--- config.mk ---
export PLATFORM = sky130hd
export DESIGN_NAME = cpu_irq_iface
export DESIGN_NICKNAME = d
export VERILOG_FILES = /design/src/rtl/cpu_irq_pkg.sv /design/src/rtl/cpu_irq_ctrl.sv /design/src/rtl/cpu_irq_datapath.sv /design/src/rtl/cpu_irq_iface.sv
export SDC_FILE = /design/constraint.sdc
export NUM_CORES = 1
export LEC_CHECK = 0
export BUFFER_PORTS_ARGS = -buffer_cell sky130_fd_sc_hd__buf_2
export CAP_MARGIN = 0
export CORE_ASPECT_RATIO = 0.5
export CORE_MARGIN = 2
export CORE_UTILIZATION = 30
export DETAILED_ROUTE_END_ITERATION = 10
export GPL_ROUTABILITY_DRIVEN = 0
export SLEW_MARGIN = 30
export SYNTH_ARGS = -nofsm -noshare
export SYNTH_HDL_FRONTEND = slang
export SYNTH_SLANG_ARGS = --single-unit
--- constraint.sdc ---
create_clock -name clk -period 3.35 [get_ports clk]
set_input_delay 0.1675 -clock clk [delete_from_list [all_inputs] [get_ports clk]]
set_output_delay 0.1675 -clock clk [all_outputs]
set_load 0.05 [all_outputs]
--- src/rtl/cpu_irq_pkg.sv ---
package cpu_irq_pkg;

  localparam int CMD_ID_W = 8;
  localparam int PRIV_IDS = 32;

  localparam logic [11:0] OFF_CTRL   = 12'h000;
  localparam logic [11:0] OFF_SENSE0 = 12'h014;
  localparam logic [11:0] OFF_SENSE1 = 12'h018;
  localparam logic [11:0] OFF_IPI    = 12'h060;
  localparam logic [11:0] OFF_READY  = 12'h06C;
  localparam logic [11:0] OFF_ENA    = 12'h0A0;
  localparam logic [11:0] OFF_DIS    = 12'h0A4;
  localparam logic [11:0] OFF_EOI    = 12'h0B4;

  localparam logic [31:0] IDLE_ID = 32'hFFFF_FFFF;

  typedef enum logic [1:0] {
    SENSE_LVL_HI = 2'd0,
    SENSE_LVL_LO = 2'd1,
    SENSE_RISE   = 2'd2,
    SENSE_FALL   = 2'd3
  } sense_e;

  typedef struct packed {
    logic                setEn;
    logic                clrEn;
    logic                eoi;
    logic                ack;
    logic [CMD_ID_W-1:0] cmdId;
  } ctl_strb_t;

endpackage

--- src/rtl/cpu_irq_ctrl.sv ---
module cpu_irq_ctrl
  import cpu_irq_pkg::*;
#(
  parameter int NUM_IDS  = 64,
  parameter int NUM_CPUS = 4,
  parameter int ID_W     = 6
) (
  input  logic                clk,
  input  logic                rstN,
  input  logic                busWrEn,
  input  logic                busRdEn,
  input  logic [11:0]         busAddr,
  input  logic [31:0]         busWrData,
  output logic [31:0]         busRdData,
  input  logic                readyValid,
  input  logic [ID_W-1:0]     readyId,
  output logic                ifaceOn,
  output logic [63:0]         senseCfg,
  output ctl_strb_t           strb,
  output logic                ipiSendValid,
  output logic [3:0]          ipiSendId,
  output logic [NUM_CPUS-1:0] ipiSendMask
);

  logic cmdInRange;
  logic wrIpi;

  assign cmdInRange = (busWrData < 32'(NUM_IDS));
  assign wrIpi      = busWrEn && (busAddr == OFF_IPI);

  always_comb begin
    strb.setEn = busWrEn && (busAddr == OFF_ENA) && cmdInRange;
    strb.clrEn = busWrEn && (busAddr == OFF_DIS) && cmdInRange;
    strb.eoi   = busWrEn && (busAddr == OFF_EOI) && cmdInRange;
    strb.ack   = busRdEn && (busAddr == OFF_READY) && readyValid;
    strb.cmdId = busWrData[CMD_ID_W-1:0];
  end

  always_ff @(posedge clk) begin
    if (!rstN) begin
      ifaceOn      <= 1'b0;
      senseCfg     <= '0;
      ipiSendValid <= 1'b0;
      ipiSendId    <= '0;
      ipiSendMask  <= '0;
    end else begin
      if (busWrEn && busAddr == OFF_CTRL)   ifaceOn        <= busWrData[0];
      if (busWrEn && busAddr == OFF_SENSE0) senseCfg[31:0]  <= busWrData;
      if (busWrEn && busAddr == OFF_SENSE1) senseCfg[63:32] <= busWrData;
      ipiSendValid <= wrIpi;
      if (wrIpi) begin
        ipiSendId   <= busWrData[3:0];
        ipiSendMask <= busWrData[8 +: NUM_CPUS];
      end
    end
  end

  always_ff @(posedge clk) begin
    if (!rstN) begin
      busRdData <= '0;
    end else if (busRdEn) begin
      case (busAddr)
        OFF_CTRL:   busRdData <= {31'b0, ifaceOn};
        OFF_SENSE0: busRdData <= senseCfg[31:0];
        OFF_SENSE1: busRdData <= senseCfg[63:32];
        OFF_READY:  busRdData <= readyValid ? 32'(readyId) : IDLE_ID;
        default:    busRdData <= '0;
      endcase
    end
  end

  // every send write yields a broadcast pulse in the next cycle
  a_r8_ipi_pulse: assert property (@(posedge clk) disable iff (!rstN)
    wrIpi |=> ipiSendValid);

  // an acknowledge only happens with the interface on and a winner present
  a_r4_ack_needs_winner: assert property (@(posedge clk) disable iff (!rstN)
    strb.ack |-> (ifaceOn && readyValid));

endmodule

--- src/rtl/cpu_irq_datapath.sv ---
module cpu_irq_datapath
  import cpu_irq_pkg::*;
#(
  parameter int NUM_SHARED = 32,
  parameter int NUM_CPUS   = 4,
  parameter int CPU_ID     = 0,
  parameter int NUM_IDS    = PRIV_IDS + NUM_SHARED,
  parameter int ID_W       = $clog2(NUM_IDS)
) (
  input  logic                  clk,
  input  logic                  rstN,
  input  ctl_strb_t             strb,
  input  logic                  ifaceOn,
  input  logic [63:0]           senseCfg,
  input  logic [PRIV_IDS-1:0]   privIrq,
  input  logic [NUM_SHARED-1:0] sharedIrq,
  input  logic                  ipiRecvValid,
  input  logic [3:0]            ipiRecvId,
  input  logic [NUM_CPUS-1:0]   ipiRecvMask,
  output logic                  readyValid,
  output logic [ID_W-1:0]       readyId
);

  logic [NUM_IDS-1:0]  enableQ, activeQ, pendQ;
  logic [NUM_IDS-1:0]  lvlHit, edgeHit, ipiHit, cand;
  logic [PRIV_IDS-1:0] prevQ;
  logic [ID_W-1:0]     cmdIdx;
  logic                found;

  assign cmdIdx = strb.cmdId[ID_W-1:0];

  for (genvar i = 0; i < PRIV_IDS; i++) begin : g_priv
    sense_e mode;
    assign mode = sense_e'(senseCfg[2*i +: 2]);
    always_comb begin
      lvlHit[i]  = 1'b0;
      edgeHit[i] = 1'b0;
      case (mode)
        SENSE_LVL_HI: lvlHit[i]  = privIrq[i];
        SENSE_LVL_LO: lvlHit[i]  = !privIrq[i];
        SENSE_RISE:   edgeHit[i] = privIrq[i] && !prevQ[i];
        SENSE_FALL:   edgeHit[i] = !privIrq[i] && prevQ[i];
        default:      lvlHit[i]  = 1'b0;
      endcase
    end
  end

  for (genvar j = 0; j < NUM_SHARED; j++) begin : g_shared
    assign lvlHit[PRIV_IDS+j]  = sharedIrq[j];
    assign edgeHit[PRIV_IDS+j] = 1'b0;
  end

  always_comb begin
    ipiHit = '0;
    if (ipiRecvValid && ipiRecvMask[CPU_ID]) ipiHit[ipiRecvId] = 1'b1;
  end

  assign cand = (lvlHit | pendQ) & enableQ & ~activeQ;

  always_comb begin
    readyId = '0;
    found   = 1'b0;
    for (int i = NUM_IDS - 1; i >= 0; i--) begin
      if (cand[i]) begin
        readyId = ID_W'(i);
        found   = 1'b1;
      end
    end
    readyValid = found && ifaceOn;
  end

  always_ff @(posedge clk) begin
    if (!rstN) begin
      enableQ <= '0;
      activeQ <= '0;
      pendQ   <= '0;
      prevQ   <= '0;
    end else begin
      prevQ <= privIrq;
      if (strb.setEn) enableQ[cmdIdx] <= 1'b1;
      if (strb.clrEn) enableQ[cmdIdx] <= 1'b0;
      if (strb.eoi)   activeQ[cmdIdx] <= 1'b0;
      if (strb.ack) begin
        activeQ[readyId] <= 1'b1;
        pendQ[readyId]   <= 1'b0;
      end
      pendQ <= (strb.ack ? (pendQ & ~(NUM_IDS'(1) << readyId)) : pendQ)
               | edgeHit | ipiHit;
    end
  end

  // the acknowledged ID is active in the following cycle
  a_r4_ack_sets_active: assert property (@(posedge clk) disable iff (!rstN)
    strb.ack |=> activeQ[$past(readyId)]);

  // completion clears the active flag
  a_r5_eoi_clears: assert property (@(posedge clk) disable iff (!rstN)
    (strb.eoi && !strb.ack) |=> !activeQ[$past(cmdIdx)]);

  // a disable write leaves the ID disabled
  a_r3_disable: assert property (@(posedge clk) disable iff (!rstN)
    strb.clrEn |=> !enableQ[$past(cmdIdx)]);

endmodule

--- src/rtl/cpu_irq_iface.sv ---
module cpu_irq_iface
  import cpu_irq_pkg::*;
#(
  parameter int NUM_SHARED = 32,
  parameter int NUM_CPUS   = 4,
  parameter int CPU_ID     = 0
) (
  input  logic                  clk,
  input  logic                  rstN,
  input  logic                  busWrEn,
  input  logic                  busRdEn,
  input  logic [11:0]           busAddr,
  input  logic [31:0]           busWrData,
  output logic [31:0]           busRdData,
  input  logic [31:0]           privIrq,
  input  logic [NUM_SHARED-1:0] sharedIrq,
  input  logic                  ipiRecvValid,
  input  logic [3:0]            ipiRecvId,
  input  logic [NUM_CPUS-1:0]   ipiRecvMask,
  output logic                  ipiSendValid,
  output logic [3:0]            ipiSendId,
  output logic [NUM_CPUS-1:0]   ipiSendMask,
  output logic                  irq
);

  localparam int NUM_IDS = PRIV_IDS + NUM_SHARED;
  localparam int ID_W    = $clog2(NUM_IDS);

  ctl_strb_t       strb;
  logic            ifaceOn;
  logic [63:0]     senseCfg;
  logic            readyValid;
  logic [ID_W-1:0] readyId;

  cpu_irq_ctrl #(
    .NUM_IDS(NUM_IDS), .NUM_CPUS(NUM_CPUS), .ID_W(ID_W)
  ) u_ctrl (
    .clk(clk), .rstN(rstN),
    .busWrEn(busWrEn), .busRdEn(busRdEn), .busAddr(busAddr),
    .busWrData(busWrData), .busRdData(busRdData),
    .readyValid(readyValid), .readyId(readyId),
    .ifaceOn(ifaceOn), .senseCfg(senseCfg), .strb(strb),
    .ipiSendValid(ipiSendValid), .ipiSendId(ipiSendId),
    .ipiSendMask(ipiSendMask)
  );

  cpu_irq_datapath #(
    .NUM_SHARED(NUM_SHARED), .NUM_CPUS(NUM_CPUS), .CPU_ID(CPU_ID),
    .NUM_IDS(NUM_IDS), .ID_W(ID_W)
  ) u_dp (
    .clk(clk), .rstN(rstN), .strb(strb), .ifaceOn(ifaceOn),
    .senseCfg(senseCfg), .privIrq(privIrq), .sharedIrq(sharedIrq),
    .ipiRecvValid(ipiRecvValid), .ipiRecvId(ipiRecvId),
    .ipiRecvMask(ipiRecvMask),
    .readyValid(readyValid), .readyId(readyId)
  );

  assign irq = readyValid;

  // no request to the core while the interface is off
  a_r2_irq_needs_on: assert property (@(posedge clk) disable iff (!rstN)
    irq |-> ifaceOn);

endmodule

==> metrics.md <==
| Metric | Value |
|---|---|
| Routed WL | 63.5 mm |
| Clock root cell | clkbuf_16 |
| Final Hold Violating Endpoints | 0 |
| Synth top cells by count | nand2_1 (352), dfxtp_1 (330), o21ai_0 (160) |
| CTS clk-pin slew, worst paths | 0.06 ns |
| Synthesized net count | 2,123 |
| Cts bufs inserted | 35 |
| Hold Path Depth | 3 |
| Hold Startpoint | ipiRecvId[0] |
| Maximum clock frequency | 0.309 GHz |
| Gr ovfl total | 0 |
| Share of cells above drive strength 1 | 0.191 |
| Count of cell types in the netlist | 86 |
| Setup Total Neg Slack | 0 ns |
| Worst vdd ir | 0.000307 V |
| RR Startpoint | u_dp.pendQ[42]$_SDFFE_PN0N_ |
| Power density of the placed cells | 432 nW/µm² |
| Final Critical Period | 3.24 ns |
| Rows | 59 |
| Initial antenna violation count | 2 |
| DR iter-0 viols | 1,844 |
| Register area share after synthesis | 0.422 |
| First-pass DRT Iterations | 7 |
| Slew headroom | 0.397 |
| Crit path capture type | primary output |
| Clock latency on the worst-skew pair | 0.55 ns |
| Clock power frac | 0.482 |
| Starting Density | 0.302 |
| Fillers | 5,262 |
| Slack of the critical path | 0.110 ns |
| CTS tree | done |
| Maximum root-to-sink buffer count | 3 |
| Endpoint of the worst hold-timing path | u_dp.pendQ[12]$_SDFF_PN0_ |
| All-layer global routing usage | 0.226 |
| Most used DFF post-synth | dfxtp_1 |
| Post-Synthesis Cells | 2,002 |
| Synth Warn # | 0 |
| Crit Path Max Fanout | 5 |
| Die area | 54,100 µm² |
| Avg WL per Cell | 21.1 µm |
| Core Region | 51,700 µm² |
| Post-synth top area share | 0.422 |
| Largest net degree at the start of global routing | 73 |
| Switch Pwr | 2080 µW |
| Yosys reg bits | 330 |
| Status | completed |
| Worst Clk Skew | 0.0247 ns |
| CTS Sinks | 330 |
| Reg2Reg Depth | 9 |
| Flop pwr share | 0.457 |
| Nets@finish | 2,405 |
| Area Growth Syn to Fin | 28.2% |
| Min-delay worst type | in -> reg |
| H-Tree Depth | 2 |
| First-pass GRT wire length | 93.6 mm |
| Area leader, netlist | dfxtp_1 |
| Die Y | 165 µm |
| Die Wd | 327 µm |
| Number of port buffers | 159 |
| Via count | 16,700 |
| Crit path DAT | 3.07 ns |
| Final setup vio count | 0 |
| Logic pwr share | 0.061 |
| Fin. max-slew vios | 0 |
| Post-DP HPWL | 44.5 mm |
| Leakage Power | 0.00740 µW |
| Area of the mapped netlist | 15,600 µm² |
| Worst R2R End | u_dp.activeQ[55]$_SDFF_PN0_ |
| FFs w/ async S/R, synth | 0 |
| Syn_area_per_cell | 7.81 µm² |
| Worst Max-Slew Pin Slew | 0.903 ns |
| Routed vias/inst | 5.55 |
| DRC Markers | 0 |
| RSZ-0062 raised after global routing | no |
| Overall power | 8660 µW |
| Final Hold Slack | 0.0141 ns |
| Post-route ant nets | 0 |
| Setup slack, reg-to-reg | 0.12 ns |
| Num ports | 163 |
| Cell Int Power | 6580 µW |
| Max cap viols | 0 |
| Sw Ratio | 0.240 |
| WP data required | 3.18 ns |
| Final Cycle Share | 0.967 |
| DP Worst Slack | -0.0876 ns |
| Most frequent cell after synthesis | nand2_1 |
| Main area contributors after synthesis | dfxtp_1 (42%), nand2_1 (8.4%), o21ai_0 (5.1%) |
| Critical path type | in -> out |
| Number of synthesized flops with an enable pin | 0 |
| Vias in the first global route | 15,100 |
| Crit start category | input port |
-- worst max path at each step --
stage                                      from                          endpoint  cells after the start
3_5_place_dp        u_dp.pendQ[42]$_SDFFE_PN0N_         u_dp.pendQ[29]$_SDFF_PN0_                     12
5_1_grt        u_ctrl.senseCfg[44]$_SDFFE_PN0P_                               irq                      9
2_1_floorplan  u_ctrl.senseCfg[56]$_SDFFE_PN0P_  u_ctrl.busRdData[2]$_SDFFE_PN0P_                      9
3_3_place_gp        u_dp.pendQ[42]$_SDFFE_PN0N_         u_dp.pendQ[29]$_SDFF_PN0_                     12
4_1_cts             u_dp.pendQ[42]$_SDFFE_PN0N_         u_dp.pendQ[29]$_SDFF_PN0_                     12
6_report                            privIrq[23]                               irq                     11
-- placed cells by master (no fill, tap or decap), types with 11 or more instances in the layout --
cell type and n:
o32ai_1 16, and2_1 42, xor2_1 23, o21ai_0 160, dfxtp_1 330, nor2b_1 27
o31ai_1 13, a221oi_1 29, buf_12 11, a311oi_1 15, dlygate4sd3_1 59, inv_1 50
nand3_1 29, o22ai_1 44, nor3_1 59, nor3b_1 12, buf_2 158, nor2_1 158
nand2b_1 40, o21ai_1 11, or2_2 16, clkbuf_16 36, o311ai_0 19, buf_4 150
a31oi_1 67, a21oi_1 136, nand2_1 352
-- what timing repair did --
action / in CTS / in global routing
resized for setup: 5 / 14
gates cloned: 0 / 0
endpoints found under the hold margin: 90 / 0
pin swaps: 1 / 3
setup buffers: 1 / 1
hold buffers: 59 / 0
endpoints found under the setup margin: 17 / 78
-- final cells by class --
cell class	count	area (µm²)	share of cell area
Multi-Input combinational cell	1488	8430	0.421
Sequential cell	330	6610	0.330
Timing Repair Buffer	378	2730	0.136
Clock buffer	49	1020	0.0509
Tap cell	701	877	0.0437
Inverter	51	194	0.00967
Clock inverter	14	185	0.00924
Antenna cell	2	5.00	0.000250
-- power groups by stage --
stage | clock (µW) | sequential [µW] | combinational (µW)
finish | 4170 | 3960 | 528
global placement | 0 | 4050 | 452
CTS | 4190 | 3960 | 516
global route | 4340 | 3960 | 564
detailed placement | 0 | 4050 | 455
floorplan | 0 | 4050 | 221
-- metrics by stage --
step	cell area [µm²]	std cells	utilization
after global placement	18100	2887	0.350
after detailed placement	18100	2887	0.350
after floorplan	15600	2002	-
final	20000	3013	0.387
after CTS	20000	3010	0.386
after global routing	20000	3013	0.387
-- metal layers --
layer / GRT usage / wire [µm] / vias to the layer above
met5: 0 / 0 / -
met4: 0.0719 / 1780 / 0
met3: 0.0381 / 5550 / 116
met2: 0.359 / 27900 / 754
met1: 0.312 / 28300 / 8087
li1: - / - / 7770
-- worst max-delay path, cell delays in order --
cell and delay (ns):
dlygate4sd3_1 0.56, buf_2 0.16, xor2_1 0.15, a21oi_2 0.26, o32ai_1 0.22, buf_4 0.20
nor4_4 0.40, nand4_2 0.18, o31ai_2 0.36, inv_1 0.17, buf_2 0.24
-- cells by family (layout without fill, tap and decap cells) --
| group | Yosys count | count (layout) | synth area share |
|---|---|---|---|
| other | 0 | 2 | 0 |
| multiplexers | 9 | 9 | 0.00576 |
| XOR/XNOR | 32 | 32 | 0.0179 |
| buffers and inverters | 184 | 492 | 0.0468 |
| flip-flops | 330 | 330 | 0.422 |
| AND/OR/NAND/NOR | 804 | 804 | 0.239 |
| AO/OA/AOI/OAI | 643 | 643 | 0.268 |
Power figures use the tool's default switching activity.
